--- src/rtl/dqs_cal_pkg.sv ---
package dqs_cal_pkg;
  typedef enum logic [3:0] {
    ST_PROG, ST_ARM, ST_WLOCK, ST_WINIT, ST_SETTLE,
    ST_TEST, ST_SCORE, ST_DONE, ST_ERR
  } cal_state_e;

  typedef enum logic [2:0] {
    TS_IDLE, TS_WR, TS_RD_REQ, TS_RD_CHK, TS_FIN
  } tst_state_e;
endpackage

--- src/rtl/dqs_pat_gen.sv ---
module dqs_pat_gen #(
  parameter int DATA_W = 32,
  parameter int IDX_W  = 6
) (
  input  logic [IDX_W-1:0]  idx,
  output logic [DATA_W-1:0] word
);
  localparam int UNITS = DATA_W / 16;
  logic [5:0]  i6;
  logic [15:0] va, vb, unit;

  always_comb begin
    i6 = 6'(idx);
    case (i6[5:4])
      2'd0:    begin va = 16'h0000; vb = 16'hFFFF; end
      2'd1:    begin va = 16'hAAAA; vb = 16'h5555; end
      2'd2:    begin va = 16'hA5A5; vb = 16'h5A5A; end
      default: begin va = 16'hAA55; vb = 16'h55AA; end
    endcase
    unit = (i6[1] ^ i6[3]) ? vb : va;
    word = {UNITS{unit}};
  end
endmodule

--- src/rtl/dqs_pat_tester.sv ---
module dqs_pat_tester
  import dqs_cal_pkg::*;
#(
  parameter int DATA_W = 32,
  parameter int WORDS  = 64,
  parameter int READS  = 10
) (
  input  logic                     clk,
  input  logic                     rst,
  input  logic                     go,
  output logic                     t_done,
  output logic                     t_pass,
  output logic                     mem_we,
  output logic                     mem_re,
  output logic [$clog2(WORDS)-1:0] mem_addr,
  output logic [DATA_W-1:0]        mem_wdata,
  input  logic [DATA_W-1:0]        mem_rdata
);
  localparam int AW = $clog2(WORDS);
  localparam int RW = $clog2(READS + 1);
  localparam logic [AW-1:0] LAST = AW'(WORDS - 1);

  tst_state_e      st;
  logic [AW-1:0]   addr;
  logic [RW-1:0]   rcnt;
  logic [DATA_W-1:0] exp_word;

  dqs_pat_gen #(.DATA_W(DATA_W), .IDX_W(AW)) u_pat (.idx(addr), .word(exp_word));

  assign t_done = (st == TS_FIN);

  always_ff @(posedge clk) begin
    if (rst) begin
      st <= TS_IDLE; addr <= '0; rcnt <= '0; t_pass <= 1'b0;
      mem_we <= 1'b0; mem_re <= 1'b0; mem_addr <= '0; mem_wdata <= '0;
    end else begin
      case (st)
        TS_IDLE: begin
          mem_we <= 1'b0; mem_re <= 1'b0;
          if (go) begin
            st <= TS_WR; addr <= '0; rcnt <= '0;
          end
        end
        TS_WR: begin
          mem_we    <= 1'b1;
          mem_addr  <= addr;
          mem_wdata <= exp_word;
          if (addr == LAST) begin
            st <= TS_RD_REQ; addr <= '0;
          end else begin
            addr <= addr + 1'b1;
          end
        end
        TS_RD_REQ: begin
          mem_we <= 1'b0; mem_re <= 1'b1; mem_addr <= addr;
          st <= TS_RD_CHK;
        end
        TS_RD_CHK: begin
          mem_re <= 1'b0;
          if (mem_rdata != exp_word) begin
            t_pass <= 1'b0; st <= TS_FIN;
          end else if (rcnt == RW'(READS - 1)) begin
            rcnt <= '0;
            if (addr == LAST) begin
              t_pass <= 1'b1; st <= TS_FIN;
            end else begin
              addr <= addr + 1'b1; st <= TS_RD_REQ;
            end
          end else begin
            rcnt <= rcnt + 1'b1; st <= TS_RD_REQ;
          end
        end
        default: begin
          mem_we <= 1'b0; mem_re <= 1'b0; st <= TS_IDLE;
        end
      endcase
    end
  end
endmodule

--- src/rtl/dqs_win_track.sv ---
module dqs_win_track #(
  parameter int SHIFT_W = 7,
  parameter int DLY_W   = 7,
  parameter int LEN_W   = 7
) (
  input  logic               clk,
  input  logic               rst,
  input  logic               score,
  input  logic               pass,
  input  logic               row_start,
  input  logic [SHIFT_W-1:0] cur_shift,
  input  logic [DLY_W-1:0]   cur_dly,
  output logic [LEN_W-1:0]   best_len,
  output logic [SHIFT_W-1:0] best_shift,
  output logic [DLY_W-1:0]   best_lo,
  output logic [DLY_W-1:0]   best_hi
);
  logic [LEN_W-1:0] run, run_eff, run_nxt;
  logic [DLY_W-1:0] run_lo, lo_eff;

  always_comb begin
    run_eff = row_start ? '0 : run;
    run_nxt = run_eff + 1'b1;
    lo_eff  = (run_eff == '0) ? cur_dly : run_lo;
  end

  always_ff @(posedge clk) begin
    if (rst) begin
      run <= '0; run_lo <= '0;
      best_len <= '0; best_shift <= '0; best_lo <= '0; best_hi <= '0;
    end else if (score) begin
      if (!pass) begin
        run <= '0;
      end else begin
        run    <= run_nxt;
        run_lo <= lo_eff;
        if (run_nxt >= best_len) begin
          best_len   <= run_nxt;
          best_shift <= cur_shift;
          best_lo    <= lo_eff;
          best_hi    <= cur_dly;
        end
      end
    end
  end
endmodule

--- src/rtl/dqs_eye_cal.sv ---
module dqs_eye_cal
  import dqs_cal_pkg::*;
#(
  parameter int DATA_W     = 32,
  parameter int LANES      = 9,
  parameter int SHIFT_W    = 7,
  parameter int DLY_W      = 7,
  parameter int SHIFT_LO   = 64,
  parameter int SHIFT_HI   = 95,
  parameter int OUT_OFS    = 32,
  parameter int DLY_LO     = 1,
  parameter int DLY_HI     = 63,
  parameter int PAT_WORDS  = 64,
  parameter int READS      = 10,
  parameter int POLL_LIMIT = 65535,
  parameter int CLK_MHZ    = 200,
  parameter int SETTLE_CYC = CLK_MHZ * 100
) (
  input  logic                         clk,
  input  logic                         rst,
  input  logic                         lock_ok,
  input  logic                         init_ok,
  output logic                         cfg_start,
  output logic [SHIFT_W-1:0]           cfg_wr_shift,
  output logic [SHIFT_W-1:0]           cfg_out_shift,
  output logic [LANES*DLY_W-1:0]       cfg_lane_dly,
  output logic                         mem_we,
  output logic                         mem_re,
  output logic [$clog2(PAT_WORDS)-1:0] mem_addr,
  output logic [DATA_W-1:0]            mem_wdata,
  input  logic [DATA_W-1:0]            mem_rdata,
  output logic                         cal_done,
  output logic                         cal_error,
  output logic                         no_window,
  output logic [DLY_W-1:0]             win_lo,
  output logic [DLY_W-1:0]             win_hi,
  output logic [$clog2(DLY_HI+2)-1:0]  win_len
);
  localparam int POLL_W = $clog2(POLL_LIMIT + 1);
  localparam int SET_W  = $clog2(SETTLE_CYC + 1);
  localparam int LEN_W  = $clog2(DLY_HI + 2);

  cal_state_e         st;
  logic [SHIFT_W-1:0] cur_shift, wr_q, out_q, best_shift, next_shift;
  logic [DLY_W-1:0]   cur_dly, dly_q, mid_dly, next_dly;
  logic               final_ph, tgo, t_done, t_pass;
  logic [POLL_W-1:0]  poll_cnt;
  logic [SET_W-1:0]   settle_cnt;
  logic [LEN_W-1:0]   best_len;
  logic [DLY_W-1:0]   best_lo, best_hi;

  dqs_pat_tester #(.DATA_W(DATA_W), .WORDS(PAT_WORDS), .READS(READS)) u_tst (
    .clk(clk), .rst(rst), .go(tgo), .t_done(t_done), .t_pass(t_pass),
    .mem_we(mem_we), .mem_re(mem_re), .mem_addr(mem_addr),
    .mem_wdata(mem_wdata), .mem_rdata(mem_rdata)
  );

  dqs_win_track #(.SHIFT_W(SHIFT_W), .DLY_W(DLY_W), .LEN_W(LEN_W)) u_trk (
    .clk(clk), .rst(rst), .score(st == ST_SCORE), .pass(t_pass),
    .row_start(cur_dly == DLY_W'(DLY_LO)), .cur_shift(cur_shift), .cur_dly(cur_dly),
    .best_len(best_len), .best_shift(best_shift), .best_lo(best_lo), .best_hi(best_hi)
  );

  assign mid_dly    = DLY_W'(({1'b0, best_lo} + {1'b0, best_hi}) >> 1);
  assign next_shift = final_ph ? best_shift : cur_shift;
  assign next_dly   = final_ph ? mid_dly : cur_dly;

  always_ff @(posedge clk) begin
    if (rst) begin
      st <= ST_PROG; cur_shift <= SHIFT_W'(SHIFT_LO); cur_dly <= DLY_W'(DLY_LO);
      final_ph <= 1'b0; poll_cnt <= '0; settle_cnt <= '0; tgo <= 1'b0;
      cfg_start <= 1'b0; wr_q <= '0; out_q <= '0; dly_q <= '0;
      cal_done <= 1'b0; cal_error <= 1'b0; no_window <= 1'b0;
    end else begin
      tgo <= 1'b0;
      case (st)
        ST_PROG: begin
          cfg_start <= 1'b0;
          wr_q  <= next_shift;
          out_q <= next_shift + SHIFT_W'(OUT_OFS);
          dly_q <= next_dly;
          st    <= ST_ARM;
        end
        ST_ARM: begin
          cfg_start <= 1'b1; poll_cnt <= '0; st <= ST_WLOCK;
        end
        ST_WLOCK: begin
          if (lock_ok) begin
            poll_cnt <= '0; st <= ST_WINIT;
          end else if (poll_cnt == POLL_W'(POLL_LIMIT - 1)) begin
            st <= ST_ERR;
          end else begin
            poll_cnt <= poll_cnt + 1'b1;
          end
        end
        ST_WINIT: begin
          if (init_ok) begin
            settle_cnt <= '0; st <= ST_SETTLE;
          end else if (poll_cnt == POLL_W'(POLL_LIMIT - 1)) begin
            st <= ST_ERR;
          end else begin
            poll_cnt <= poll_cnt + 1'b1;
          end
        end
        ST_SETTLE: begin
          if (settle_cnt == SET_W'(SETTLE_CYC - 1)) begin
            if (final_ph) st <= ST_DONE;
            else begin
              tgo <= 1'b1; st <= ST_TEST;
            end
          end else begin
            settle_cnt <= settle_cnt + 1'b1;
          end
        end
        ST_TEST: begin
          if (t_done) st <= ST_SCORE;
        end
        ST_SCORE: begin
          cfg_start <= 1'b0;
          st <= ST_PROG;
          if (cur_dly == DLY_W'(DLY_HI)) begin
            cur_dly <= DLY_W'(DLY_LO);
            if (cur_shift == SHIFT_W'(SHIFT_HI)) final_ph <= 1'b1;
            else cur_shift <= cur_shift + 1'b1;
          end else begin
            cur_dly <= cur_dly + 1'b1;
          end
        end
        ST_DONE: begin
          cal_done  <= 1'b1;
          no_window <= (best_len == '0);
        end
        default: begin
          cal_error <= 1'b1;
        end
      endcase
    end
  end

  assign cfg_wr_shift  = wr_q;
  assign cfg_out_shift = out_q;
  assign win_lo  = best_lo;
  assign win_hi  = best_hi;
  assign win_len = best_len;

  for (genvar g = 0; g < LANES; g++) begin : g_lane
    assign cfg_lane_dly[g*DLY_W +: DLY_W] = dly_q;
  end
endmodule

--- config.mk ---
export PLATFORM = sky130hd
export DESIGN_NAME = dqs_eye_cal
export DESIGN_NICKNAME = d
export VERILOG_FILES = /design/src/rtl/dqs_cal_pkg.sv /design/src/rtl/dqs_pat_gen.sv /design/src/rtl/dqs_pat_tester.sv /design/src/rtl/dqs_win_track.sv /design/src/rtl/dqs_eye_cal.sv
export SDC_FILE = /design/constraint.sdc
export NUM_CORES = 1
export LEC_CHECK = 0
export BUFFER_PORTS_ARGS = -buffer_cell sky130_fd_sc_hd__buf_2
export CAP_MARGIN = 30
export CORE_ASPECT_RATIO = 1.75
export CORE_MARGIN = 4
export CORE_UTILIZATION = 59
export CTS_CLUSTER_DIAMETER = 150
export DETAILED_ROUTE_END_ITERATION = 16
export PLACE_DENSITY_LB_ADDON = 0.08
export RECOVER_POWER = 25
export SLEW_MARGIN = 25
export SYNTH_ARGS = -nofsm -noshare
export SYNTH_HDL_FRONTEND = slang
export SYNTH_SLANG_ARGS = --single-unit
export TNS_END_PERCENT = 5
--- constraint.sdc ---
create_clock -name clk -period 10 [get_ports clk]
set_input_delay 0 -clock clk [delete_from_list [all_inputs] [get_ports clk]]
set_output_delay 0 -clock clk [all_outputs]
set_load 0.02 [all_outputs]
== After elaboration in Yosys (flattened, before gate mapping) ==
Cells that the tools add are included.

* Magnitude comparators: 1
* Reductions and logical operators: 28
* Bitwise gates (word level): 4
* $add $sub $neg: 9
* Eq/ne operators: 31
* Multiplexer cells: 46

{| class="wikitable"
|+ Operators by type and width
! kind !! count
|-
| $pmux W16 S3 || 3
|-
| $mux W16 || 4
|-
| $mux W7 || 6
|-
| $mux W4 || 8
|-
| $ne A32 B32 Y1 || 1
|-
| $mux W15 || 2
|-
| $mux W6 || 5
|-
| $pmux W15 S2 || 1
|-
| $pmux W4 S7 || 1
|-
| $add A7 B1 Y7 const B || 3
|-
| $reduce_and A3 Y1 || 7
|-
| $pmux W6 S3 || 1
|-
| $add A16 B1 Y16 const B || 1
|-
| $eq A16 B16 Y1 const B || 1
|-
| $eq A4 B3 Y1 const B || 4
|-
| $ne A2 B2 Y1 const B || 8
|-
| $add A15 B1 Y15 const B || 1
|-
| $eq A15 B15 Y1 const B || 1
|-
| $mux W3 || 5
|-
| $logic_not A7 Y1 || 2
|-
| $pmux W3 S4 || 1
|-
| $reduce_bool A2 Y1 || 5
|-
| $add A7 B7 Y8 || 1
|-
| $eq A4 B2 Y1 const B || 2
|-
| other kinds (32) || 45
|}

* Logic and storage cells: 147
* Bits of input ports: 36
* Bits in registers: 172
* Output and inout bits: 142

== Depth between registers and ports, before layout ==
Gate-level depths: netlist (run 1).

* Depth after elaboration: 6
* Mapped depth: 14
* Mapped depth without buffers: 12

== Cells and area by module ==
From an unflattened synthesis (run 1), not the netlist that was laid out.

* Cell total of the unflattened synthesis: 1090
* Area total of the unflattened synthesis: 9175.0 sq um

{| class="wikitable"
|+ By module, submodules not included
! module !! area an instance (sq um) !! seq. area each (sq um) !! cells each !! times used
|-
| dqs_eye_cal || 4189.0 || 1421.4 || 492 || 1
|-
| dqs_pat_tester || 2548.7 || 1081.0 || 313 || 1
|-
| dqs_win_track || 2016.9 || 840.8 || 235 || 1
|-
| dqs_pat_gen || 420.4 || 0.0 || 50 || 1
|}

== Least setup slack after synthesis (run 1) ==
OpenSTA, ideal clock, no wires.

* Path type: register to register
* Start: reg cur_dly[0]
* End: reg u_trk.best_hi[6]
* Setup slack: 6.637 ns
* Required time: 9.930 ns
* Stages on the path, launching flop included: 13
* Arrival: 3.293 ns
* Setup time: 0.070 ns
* Period minus slack after synthesis: 3.363 ns
* Path buffers: 1
* Path through: dfxtp_1 ha_1 or4b_2 nor3_2 nand2b_1 ha_1 ha_1 a21oi_1 o21ai_1 a221oi_1 clkbuf_1 o21ai_0 a21oi_1

* Cells in the longest elaborated chain, start to end: 5

{| class="wikitable"
|+ Ends and longest elaborated chain
! what !! RTL line !! RTL
|-
| from (decl) || dqs_eye_cal.sv:45 || <nowiki>logic [DLY_W-1:0] cur_dly, dly_q, mid_dly, next_dly;</nowiki>
|-
| from (signal assigned) || dqs_eye_cal.sv:122 || <nowiki>cur_dly <= DLY_W'(DLY_LO);</nowiki>
|-
| from (signal assigned) || dqs_eye_cal.sv:126 || <nowiki>cur_dly <= cur_dly + 1'b1;</nowiki>
|-
| $eq A7 B1 Y1 || dqs_eye_cal.sv:60 || <nowiki>.row_start(cur_dly == DLY_W'(DLY_LO)), .cur_shift(cur_shift), .cur_dly(cur_dly),</nowiki>
|-
| $mux W7 || dqs_win_track.sv:22 || <nowiki>run_eff = row_start ? '0 : run;</nowiki>
|-
| $add A7 B1 Y7 || dqs_win_track.sv:23 || <nowiki>run_nxt = run_eff + 1'b1;</nowiki>
|-
| via u_trk.run_nxt[1] || dqs_win_track.sv:18 || <nowiki>logic [LEN_W-1:0] run, run_eff, run_nxt;</nowiki>
|-
| $ge A7 B7 Y1 || dqs_win_track.sv:37 || <nowiki>if (run_nxt >= best_len) begin</nowiki>
|-
| $reduce_and A3 Y1 (no line) || -- ||
|-
| to (signal assigned) || dqs_win_track.sv:41 || <nowiki>best_hi <= cur_dly;</nowiki>
|-
| to (decl) || dqs_win_track.sv:16 || <nowiki>output logic [DLY_W-1:0] best_hi</nowiki>
|}

The timed path passes the listed nets, and every way through them passes these cells.
A chain may end at the register's enable or synchronous reset.

== Worst setup path in the final report (run 1) ==
* Start: reg cur_dly[0]
* End: reg u_trk.best_lo[3]

* Cells in the longest elaborated chain, start to end: 5
* Elaborated cells between the ends (all ways): 7
* Those cells by class: add/sub (1); order compare (1); eq/ne (1); mux (2); reduce/logical (2)

{| class="wikitable"
|+ Ends and longest elaborated chain
! what !! RTL line !! RTL
|-
| $eq A7 B1 Y1 || dqs_eye_cal.sv:60 ||
|-
| $mux W7 || dqs_win_track.sv:22 ||
|-
| $add A7 B1 Y7 || dqs_win_track.sv:23 ||
|-
| via u_trk.run_nxt[1] || dqs_win_track.sv:18 ||
|-
| $ge A7 B7 Y1 || dqs_win_track.sv:37 ||
|-
| $reduce_and A3 Y1 (no line) || -- ||
|-
| to (signal assigned) || dqs_win_track.sv:40 || <nowiki>best_lo <= lo_eff;</nowiki>
|-
| to (decl) || dqs_win_track.sv:15 || <nowiki>output logic [DLY_W-1:0] best_lo,</nowiki>
|}

The timed path passes the listed nets, and every way through them passes these cells.

==> summary.md, run 1 <==
| Metric | Value |
|---|---|
| Mapped cell area | `between 7000 and 8000 um^2` |
| Met3 usage | `4.38%` |
| Endpoint class of the critical path | `register` |
| Launching element type of the critical path | `register` |
| PwrDens | `between 150 and 200 nW/um^2` |
| Sequential cell area fraction in the yosys report | `36.2%` |
| Number of DRC markers after the initial detailed-route iteration | `~300` |
| Arr. time, crit path | `~4 ns` |
| Most Crowded Layer GR | `met2` |
| Total via count after detailed routing | `6845` |
| Combinational Power Share | `9.9%` |
| HPWL after DPL | `14.1 mm` |
| Type of the tightest min-delay check | `input port to register` |
| Initial core utilization | `60.8%` |
| Overall die height | `161 um` |
| Number of H-tree levels | `4` |
| Inserted Clock Buffers | `17` |
| Post-CTS repair timing setup buffer count | `0` |
| Placed cell count | `around 1200` |
| Hold path startpoint | `mem_rdata[5]` |
| ANT nets after route | `0` |
| Primary FF master, synth | `sky130_fd_sc_hd__dfxtp_1` |
| Synthesized netlist cell count | `roughly 950` |
| Root buffer selected by CTS | `sky130_fd_sc_hd__clkbuf_16` |
| Cell types occupying the most area after synthesis | `sky130_fd_sc_hd__dfxtp_1 36%, sky130_fd_sc_hd__buf_4 8.4%, sky130_fd_sc_hd__mux2i_1 5.9%` |
| CP max-delay cell | `sky130_fd_sc_hd__or4b_2` |
| Antenna violations before repair | `0` |
| Yosys top cell area share | `36.2%` |
| Kind of critical path | `register to register` |
| DRC violations left | `0` |
| Status | `complete, no violations` |
| Internal | `1000 uW` |
| Global-route congestion overflow total | `0` |
| Vias in the first global route | `6492` |
| Worst-margin pin slew | `0.983 ns` |
| Unrepaired setup endpoints after global routing | `false` |
| Max Cap Viol | `0` |
| Per-cell via count in the routed design | `5.65` |
| Number of register bits inferred by synthesis | `143` |
| Growth of design area from synthesis to finish | `10.8%` |
| Clock Power Share | `between 40% and 50%` |
| Number of distinct standard cells referenced by the synthesized netlist | `63` |
| Count of yosys warnings during synthesis | `0` |
| Routability cong. | `0.886` |
| Area enclosed by the die boundary | `15400 um^2` |
| Setup Viol. Count Final | `0` |
| Hold Fails Final Rpt | `0` |
| Share of post-route cells with drive strength above 1 | `15.2%` |
| Worst-path fanout max | `22` |
| Die outline width | `95.5 um` |
| Post-Syn Area per Cell | `8.29 um^2` |
| Global-route wire length before repair | `about 31 mm` |
| Fmax | `roughly 270 MHz` |
| Minimum clock period after layout | `3.74 ns` |
| Top Ports | `178` |
| Clock slew seen by the registers of the worst setup and hold paths | `about 0.060 ns` |
| Period utilisation layout | `37.4%` |
| Required time of the critical path | `10.32 ns` |
| FF+latch area | `2860 um^2` |
| Port-buffer cells | `177` |
| Maximum buffer depth of the clock tree | `2` |
| Net Sw Power | `roughly 370 uW` |
| Floorplan row count | `55` |
| Leak pwr | `0.00340 uW` |
| Router iterations before antenna repair | `5` |
| Flop pwr share | `a little over two fifths` |
| Clk_skew | `0.0103 ns` |
| Count of clock tree sinks | `143` |
| Stage delay of the slowest cell on the critical path | `0.63 ns` |
| Met2 layer usage reported by global route | `46.4%` |
| Reg2reg start | `cur_dly[0]` |
| Cell taking the most area after synthesis | `sky130_fd_sc_hd__dfxtp_1` |
| TritonCTS clock tree | `built` |
| Routed len/inst | `15.8 um` |
| Later-pin clock latency in the skew report | `0.42 ns` |
| Switch share | `26.9%` |
| M1 GR Usage | `26.7%` |
| Number of pins exceeding their max-slew limit in the final report | `0` |
| Pre-CTS setup slack | `around 6 ns` |
| Post-Layout Cell Count | `1211` |
| Proportion of synthesized flip-flops having asynchronous set or reset | `0%` |
| Worst IR Drop VDD | `between 100 and 150 uV` |
| Count of inserted antenna diode cells | `0` |
| Area of combinational cells with multiple inputs | `just over 4000 um^2` |
| Sum of negative setup slack | `0 ns` |
| CP cell instances | `ha_1 > or4b_2 > nor3_2 > nand2b_1 > ha_1 > ha_1 > a21oi_1 > o21ai_1 > a221oi_1 > buf_4 > nor2_1 > a311oi_1` |
| Most frequent cell on the critical path | `sky130_fd_sc_hd__ha_1` |
| DRT Wirelength | `approximately 19 mm` |
| Placeable core region | `around 13000 um^2` |
| Count of fill cells added during filler insertion | `1174` |
| Minimum setup slack in the final design | `6.26 ns` |
| Relative max-transition margin | `34.2%` |
| Aggregate global-route resource usage | `around a quarter` |
| Number of synthesized flops with an enable pin | `0` |
| Largest net degree at the start of global routing | `87` |
| Net count after synthesis | `1021` |
| Nets | `between 1000 and 1500` |
| Setup crit start | `cur_dly[0]` |
[power by group through the flow]
stage | registers, uW | logic (uW) | clock network, uW
after global placement | 606 | 138 | 0
final | 593 | 136 | 640
after global routing | 595 | 149 | 675
after detailed placement | 606 | 139 | 0
after floorplan | 613 | 114 | 0
after CTS | 594 | 140 | 648
[repair_timing]
| action | CTS | global route |
|---|---|---|
| endpoints found under the hold margin | 17 | 0 |
| hold buffers | 3 | 0 |
| resized for setup | 0 | 0 |
[through the flow]
step | hold slack [ns] | cell area [um^2] | total power (uW) | utilization [%]
4_1_cts | 0.169 | 8850 | 1380 | 68.0
6_report | 0.178 | 8760 | 1370 | 67.4
5_1_grt | 0.210 | 8760 | 1420 | 67.4
3_3_place_gp | 0.343 | 8220 | 743 | 63.2
3_5_place_dp | 0.351 | 8220 | 745 | 63.2
2_1_floorplan | 0.207 | 7910 | 726 | -
[cell usage after synthesis (all sizes together), types with 3 or more instances]
master,n
dfxtp,143
a211oi,21
o311ai,3
and4,3
or4,10
nand2,61
nand2b,6
or4b,3
ha,30
o21ai,46
a311oi,3
nand3,46
nor2,120
and2,4
a31oi,5
mux2i,47
a22oi,6
nand4,25
nor4,14
or3,4
nor2b,5
o211ai,4
or2,5
o21bai,4
and3,11
xor2,31
buf,94
clkbuf,37
a21oi,64
nand3b,5
nor3,20
inv,30
xnor2,20
[worst paths after layout]
path	slack, ns	end	cells after the start
max	6.26	u_trk.best_lo[3]	12
min	0.18	u_tst.t_pass	7
max reg2reg	6.26	u_trk.best_lo[3]	12
min reg2reg	0.45	cfg_out_shift[5]	2
[layout make-up]
cell class                 count  share of cell area [%]
clock buffer                  19                    5.05
multi-input combinational    648                    46.8
sequential                   143                    32.7
timing repair buffer         185                    9.90
inverter                      32                    1.37
tap                          171                    2.44
clock inverter                13                    1.74
[cells by family after synthesis]
group	share of synthesized area, %
compound gates	13.4
mux	6.09
flops	36.2
buf+inv	12.0
simple gates	21.2
xor+xnor	6.17
fa+ha+maj	5.00
[registers in the layout, indices dropped and copies added (netlist names), 3 cells and up]
| name | cells |
|---|---|
| u_tst.rcnt | 4 |
| cfg_wr_shift | 7 |
| u_tst.st | 3 |
| u_trk.best_lo | 7 |
| u_trk.best_hi | 7 |
| st | 4 |
| u_trk.run | 7 |
| u_trk.best_len | 7 |
| u_trk.run_lo | 7 |
| settle_cnt | 15 |
| u_tst.mem_wdata | 8 |
| u_tst.mem_addr | 6 |
| u_tst.addr | 6 |
| cur_dly | 7 |
| cur_shift | 7 |
| poll_cnt | 16 |
| dly_q | 7 |
| u_trk.best_shift | 7 |
[layout by cell type (no fill, tap or decap), types with 10 or more instances in the layout]
cell type,instances
sky130_fd_sc_hd__a21oi_1,64
sky130_fd_sc_hd__nand4_1,25
sky130_fd_sc_hd__nor2_1,120
sky130_fd_sc_hd__dfxtp_1,143
sky130_fd_sc_hd__nor3_1,19
sky130_fd_sc_hd__clkbuf_1,72
sky130_fd_sc_hd__or4_1,10
sky130_fd_sc_hd__inv_1,30
sky130_fd_sc_hd__and3_1,11
sky130_fd_sc_hd__xnor2_1,19
sky130_fd_sc_hd__a211oi_1,21
sky130_fd_sc_hd__xor2_1,31
sky130_fd_sc_hd__clkbuf_16,17
sky130_fd_sc_hd__ha_1,30
sky130_fd_sc_hd__buf_2,105
sky130_fd_sc_hd__o21ai_0,43
sky130_fd_sc_hd__nand2_1,61
sky130_fd_sc_hd__nand3_1,46
sky130_fd_sc_hd__nor4_1,13
sky130_fd_sc_hd__mux2i_1,47
[critical path, delay by kind of cell, from the launching register on]
family                   cells  cell delay [ns]
AND/OR/NAND/NOR              4             1.38
flip-flops                   1             0.46
buffers and inverters        1             0.30
adder cells (fa/ha/maj)      3             0.75
AO/OA/AOI/OAI                4             0.76
[routing by layer]
metal / part of all wire, % / vias up
li1: - / 3402
met1: 37 / 3154
met2: 54 / 241
met3: 5.7 / 48
met4: 3.6 / 0
met5: 0 / -
Power figures use the tool's default switching activity.
==> run 2, diff against run 1 <==
--- a/config.mk
+++ b/config.mk
@@ -5,11 +5,12 @@
 export SDC_FILE = /design/constraint.sdc
 export NUM_CORES = 1
 export LEC_CHECK = 0
+export ABC_AREA = 1
 export BUFFER_PORTS_ARGS = -buffer_cell sky130_fd_sc_hd__buf_2
 export CAP_MARGIN = 30
 export CORE_ASPECT_RATIO = 1.75
 export CORE_MARGIN = 4
-export CORE_UTILIZATION = 59
+export CORE_UTILIZATION = 55
 export CTS_CLUSTER_DIAMETER = 150
 export DETAILED_ROUTE_END_ITERATION = 16
 export PLACE_DENSITY_LB_ADDON = 0.08
==> constraint.sdc (replaced) <==
create_clock -name clk -period 3.9 [get_ports clk]
set_input_delay 0 -clock clk [delete_from_list [all_inputs] [get_ports clk]]
set_output_delay 0 -clock clk [all_outputs]
set_load 0.02 [all_outputs]
==> run 2 against run 1 <==
Effect of this change:
- global-route usage fell by 1.9 points
- critical path type unchanged
- clock-buffer cell count grew 3
- largest cell class unchanged
- largest power group unchanged
- register-to-register slack worse by 5.7 ns
- synthesized area rose by 4.5%
==> summary.md, run 2 <==
| Metric | Value |
|---|---|
| Net Sw Power | `1050 uW (+190%)` |
| Hold Fails Final Rpt | `0 (unchanged)` |
| Global-route congestion overflow total | `0 (unchanged)` |
| Reg-to-reg critical path endpoint | `u_trk.best_shift[5]` |
| Count of yosys warnings during synthesis | `0 (unchanged)` |
| Worst IR Drop VDD | `279 uV (+150%)` |
| Registers with the most flip-flops | `poll_cnt: 16 flops, settle_cnt: 15 flops, u_tst.mem_wdata: 8 flops` |
| Mapped cell area | `8270 um^2 (+4.5%)` |
| Later-pin clock latency in the skew report | `0.41 ns (about the same)` |
| Growth of design area from synthesis to finish | `11.3%` |
| Count of clock tree sinks | `143 (unchanged)` |
| Relative max-transition margin | `47.2% (+13 points)` |
| Vias in the first global route | `7153 (+10%)` |
| Combinational Power Share | `15.1% (+5.2 points)` |
| Clock Power Share | `44.2% (-2.5 points)` |
| Most frequent cells in the layout | `244 x sky130_fd_sc_hd__nand2_1, 151 x sky130_fd_sc_hd__inv_1, 143 x sky130_fd_sc_hd__dfxtp_1` |
| Max Cap Viol | `0 (unchanged)` |
| Most common cell after layout, fill and taps aside | `sky130_fd_sc_hd__nand2_1` |
| Initial core utilization | `55.7% (-5.1 points)` |
| Post-CTS sizing | `0 (unchanged)` |
| Arr. time, crit path | `3.63 ns (-0.43 ns)` |
| Worst-margin pin slew | `0.790 ns (-0.194 ns)` |
| Number of DRC markers after the initial detailed-route iteration | `320 (+7.4%)` |
| Launching element type of the critical path | `register` |
| Sequential cell area fraction in the yosys report | `34.6% (-1.6 points)` |
| Total via count after detailed routing | `7729 (+13%)` |
| HPWL after DPL | `15.3 mm (+8.4%)` |
| Share of post-route cells with drive strength above 1 | `13.5% (-1.7 points)` |
| Per-cell via count in the routed design | `5.15 (-9.0%)` |
| DRC violations left | `0 (unchanged)` |
| Worst-path fanout max | `21 (-4.5%)` |
| WHS Path Cells | `5 (-2)` |
| Number of H-tree levels | `4 (unchanged)` |
| Fmax | `303 MHz (+14%)` |
| Count of inserted antenna diode cells | `0 (unchanged)` |
| Global-route wire length before repair | `32.5 mm (+4.1%)` |
| PwrDens | `410 nW/um^2 (+160%)` |
| Inserted Clock Buffers | `17 (unchanged)` |
| Antenna violations before repair | `0 (unchanged)` |
| Endpoint class of the critical path | `register` |
| Router iterations before antenna repair | `5 (unchanged)` |
| Flip-flop count of the largest register, all copies and words added | `16 (unchanged)` |
| Final Total Pwr | `3780 uW (+180%)` |
| Nets | `1374 (+26%)` |
| Cell types occupying the most area after synthesis | `sky130_fd_sc_hd__dfxtp_1 35%, sky130_fd_sc_hd__nand2_1 11%, sky130_fd_sc_hd__buf_4 7.7%` |
| Logic depth of the worst register-to-register path | `17 (+5)` |
| Flop-to-flop setup slack | `0.60 ns (-5.65 ns)` |
| Final standard cell utilization of the core | `62.0% (-5.4 points)` |
| Largest net degree at the start of global routing | `53 (-39%)` |
| Hold path startpoint | `init_ok` |
| Root buffer selected by CTS | `sky130_fd_sc_hd__clkbuf_16` |
| Top Ports | `178 (unchanged)` |
| Reg2reg start | `cur_dly[1]` |
| Setup crit start | `cur_dly[1]` |
| Minimum clock period after layout | `3.30 ns (-0.449 ns)` |
| Routability cong. | `0.925 (+4.4%)` |
| Number of distinct standard cells referenced by the synthesized netlist | `46 (-27%)` |
| Net count after synthesis | `1285 (+26%)` |
| Cell taking the most area after synthesis | `sky130_fd_sc_hd__dfxtp_1` |
| Maximum buffer depth of the clock tree | `2 (unchanged)` |
| Top-count cell post-synth | `sky130_fd_sc_hd__nand2_1` |
| Clk_skew | `0.00924 ns (-0.00104 ns)` |
| Internal | `2730 uW (+170%)` |
| Unrepaired setup endpoints after global routing | `false` |
| Required time of the critical path | `4.23 ns (-6.09 ns)` |
| Commonest cells post-synth | `244 x sky130_fd_sc_hd__nand2_1, 151 x sky130_fd_sc_hd__inv_1, 143 x sky130_fd_sc_hd__dfxtp_1, 125 x sky130_fd_sc_hd__nor2_1, 106 x sky130_fd_sc_hd__a21oi_1` |
| Number of register bits inferred by synthesis | `143 (unchanged)` |
| Clock slew seen by the registers of the worst setup and hold paths | `0.06 ns (about the same)` |
| DRT Wirelength | `20.1 mm (+5.1%)` |
| Number of pins exceeding their max-slew limit in the final report | `0 (unchanged)` |
| TritonCTS clock tree | `built` |
| Period utilisation layout | `84.5% (+47 points)` |
| Overall die height | `170 um (+5.6%)` |
| Setup Viol. Count Final | `0 (unchanged)` |
| Synthesized netlist cell count | `1218 (+28%)` |
| Type of the tightest min-delay check | `input port to register` |
| Register ranked first by flip-flop count | `poll_cnt` |
| Count of fill cells added during filler insertion | `1505 (+28%)` |
| Switch share | `27.8% (+0.95 points)` |
| Yosys top cell area share | `34.6% (-1.6 points)` |
| Post-Syn Area per Cell | `6.79 um^2 (-18%)` |
| Placeable core region | `14800 um^2 (+14%)` |
| ANT nets after route | `0 (unchanged)` |
| Port-buffer cells | `177 (unchanged)` |
| Proportion of synthesized flip-flops having asynchronous set or reset | `0% (unchanged)` |
| Aggregate global-route resource usage | `23.3% (-1.9 points)` |
| Destination of the worst hold path | `poll_cnt[1]` |
| Status | `complete, no violations` |
| Kind of critical path | `register to register` |
| Leak pwr | `0.00416 uW (+22%)` |
| Routed len/inst | `13.4 um (-15%)` |
| Flop pwr share | `40.7% (-2.6 points)` |
| Floorplan row count | `59 (+7.3%)` |
| Number of synthesized flops with an enable pin | `0 (unchanged)` |
| Area enclosed by the die boundary | `17100 um^2 (+11%)` |
| Die outline width | `101 um (+5.4%)` |
| Sum of negative setup slack | `0 ns (unchanged)` |
| Primary FF master, synth | `sky130_fd_sc_hd__dfxtp_1` |
-- run 2: layout make-up --
| cell class | instances | area (um^2) | share of cell area [%] |
|---|---|---|---|
| multi-input combinational | 802 | 4030 | 43.9 |
| sequential | 143 | 2860 | 31.1 |
| timing repair buffer | 187 | 878 | 9.55 |
| inverter | 156 | 587 | 6.38 |
| clock buffer | 22 | 474 | 5.16 |
| tap | 183 | 229 | 2.49 |
| clock inverter | 9 | 133 | 1.44 |
-- run 2: routing by layer --
metal  up-vias  global-route usage, %  share of wire, %
met1      3438                   24.8                39
met5         -                      0                 0
li1       4024                      -                 -
met4         0                   8.21               2.3
met2       239                   44.4                53
met3        28                   4.39               5.8
-- run 2: stage by stage --
step                setup WS (ns)  hold WS, ns  instances  instance area [um^2]
floorplan                    1.25        0.260       1218                  8270
global placement            0.714        0.338       1468                  8650
detailed placement          0.637        0.346       1469                  8660
CTS                         0.606       0.0942       1502                  9290
global route                0.151        0.137       1502                  9200
finish                      0.605       0.0911       1502                  9200
-- run 2: worst max-delay path by stage --
| stage | endpoint | cells after the start | slack, ns |
|---|---|---|---|
| after floorplan | u_trk.best_len[6] | 18 | 1.25 |
| after global placement | u_trk.best_hi[1] | 17 | 0.71 |
| after detailed placement | u_trk.best_lo[5] | 17 | 0.64 |
| after CTS | u_trk.best_shift[5] | 17 | 0.61 |
| after global routing | u_trk.best_shift[5] | 17 | 0.15 |
| final | u_trk.best_shift[5] | 17 | 0.60 |
-- run 2: cells by family after synthesis --
group / share of synthesized area [%]
buf+inv: 16.6
simple gates: 27.5
xor+xnor: 1.27
mux: 0.242
fa+ha+maj: 4.78
compound gates: 15.0
flops: 34.6
-- run 2: worst max-delay path, cell delays in order, from the launching register on --
cell,delay (ns)
sky130_fd_sc_hd__dfxtp_1,0.42
sky130_fd_sc_hd__inv_1,0.07
sky130_fd_sc_hd__ha_1,0.19
sky130_fd_sc_hd__nand4_2,0.17
sky130_fd_sc_hd__nand2_2,0.12
sky130_fd_sc_hd__inv_2,0.07
sky130_fd_sc_hd__nand3_1,0.11
sky130_fd_sc_hd__nor2_1,0.18
sky130_fd_sc_hd__nand3_1,0.13
sky130_fd_sc_hd__o21ai_1,0.26
sky130_fd_sc_hd__ha_1,0.30
sky130_fd_sc_hd__a21oi_1,0.13
sky130_fd_sc_hd__o21a_1,0.13
sky130_fd_sc_hd__nand2_1,0.07
sky130_fd_sc_hd__nand2_1,0.32
sky130_fd_sc_hd__buf_4,0.32
sky130_fd_sc_hd__nand2_1,0.08
sky130_fd_sc_hd__a21oi_1,0.15
-- run 2: power groups by stage --
stage | Sequential, uW | Clock [uW] | Combinational [uW]
final | 1540 | 1670 | 570
after global routing | 1540 | 1750 | 638
after CTS | 1540 | 1690 | 580
after floorplan | 1590 | 0 | 421
after global placement | 1570 | 0 | 564
after detailed placement | 1570 | 0 | 574
-- run 2: timing repair --
| action | in CTS | in global routing |
|---|---|---|
| hold buffers | 2 | 0 |
| setup endpoints to repair | 0 | 0 |
| hold endpoints to repair | 3 | 0 |
| setup buffers | 0 | 0 |
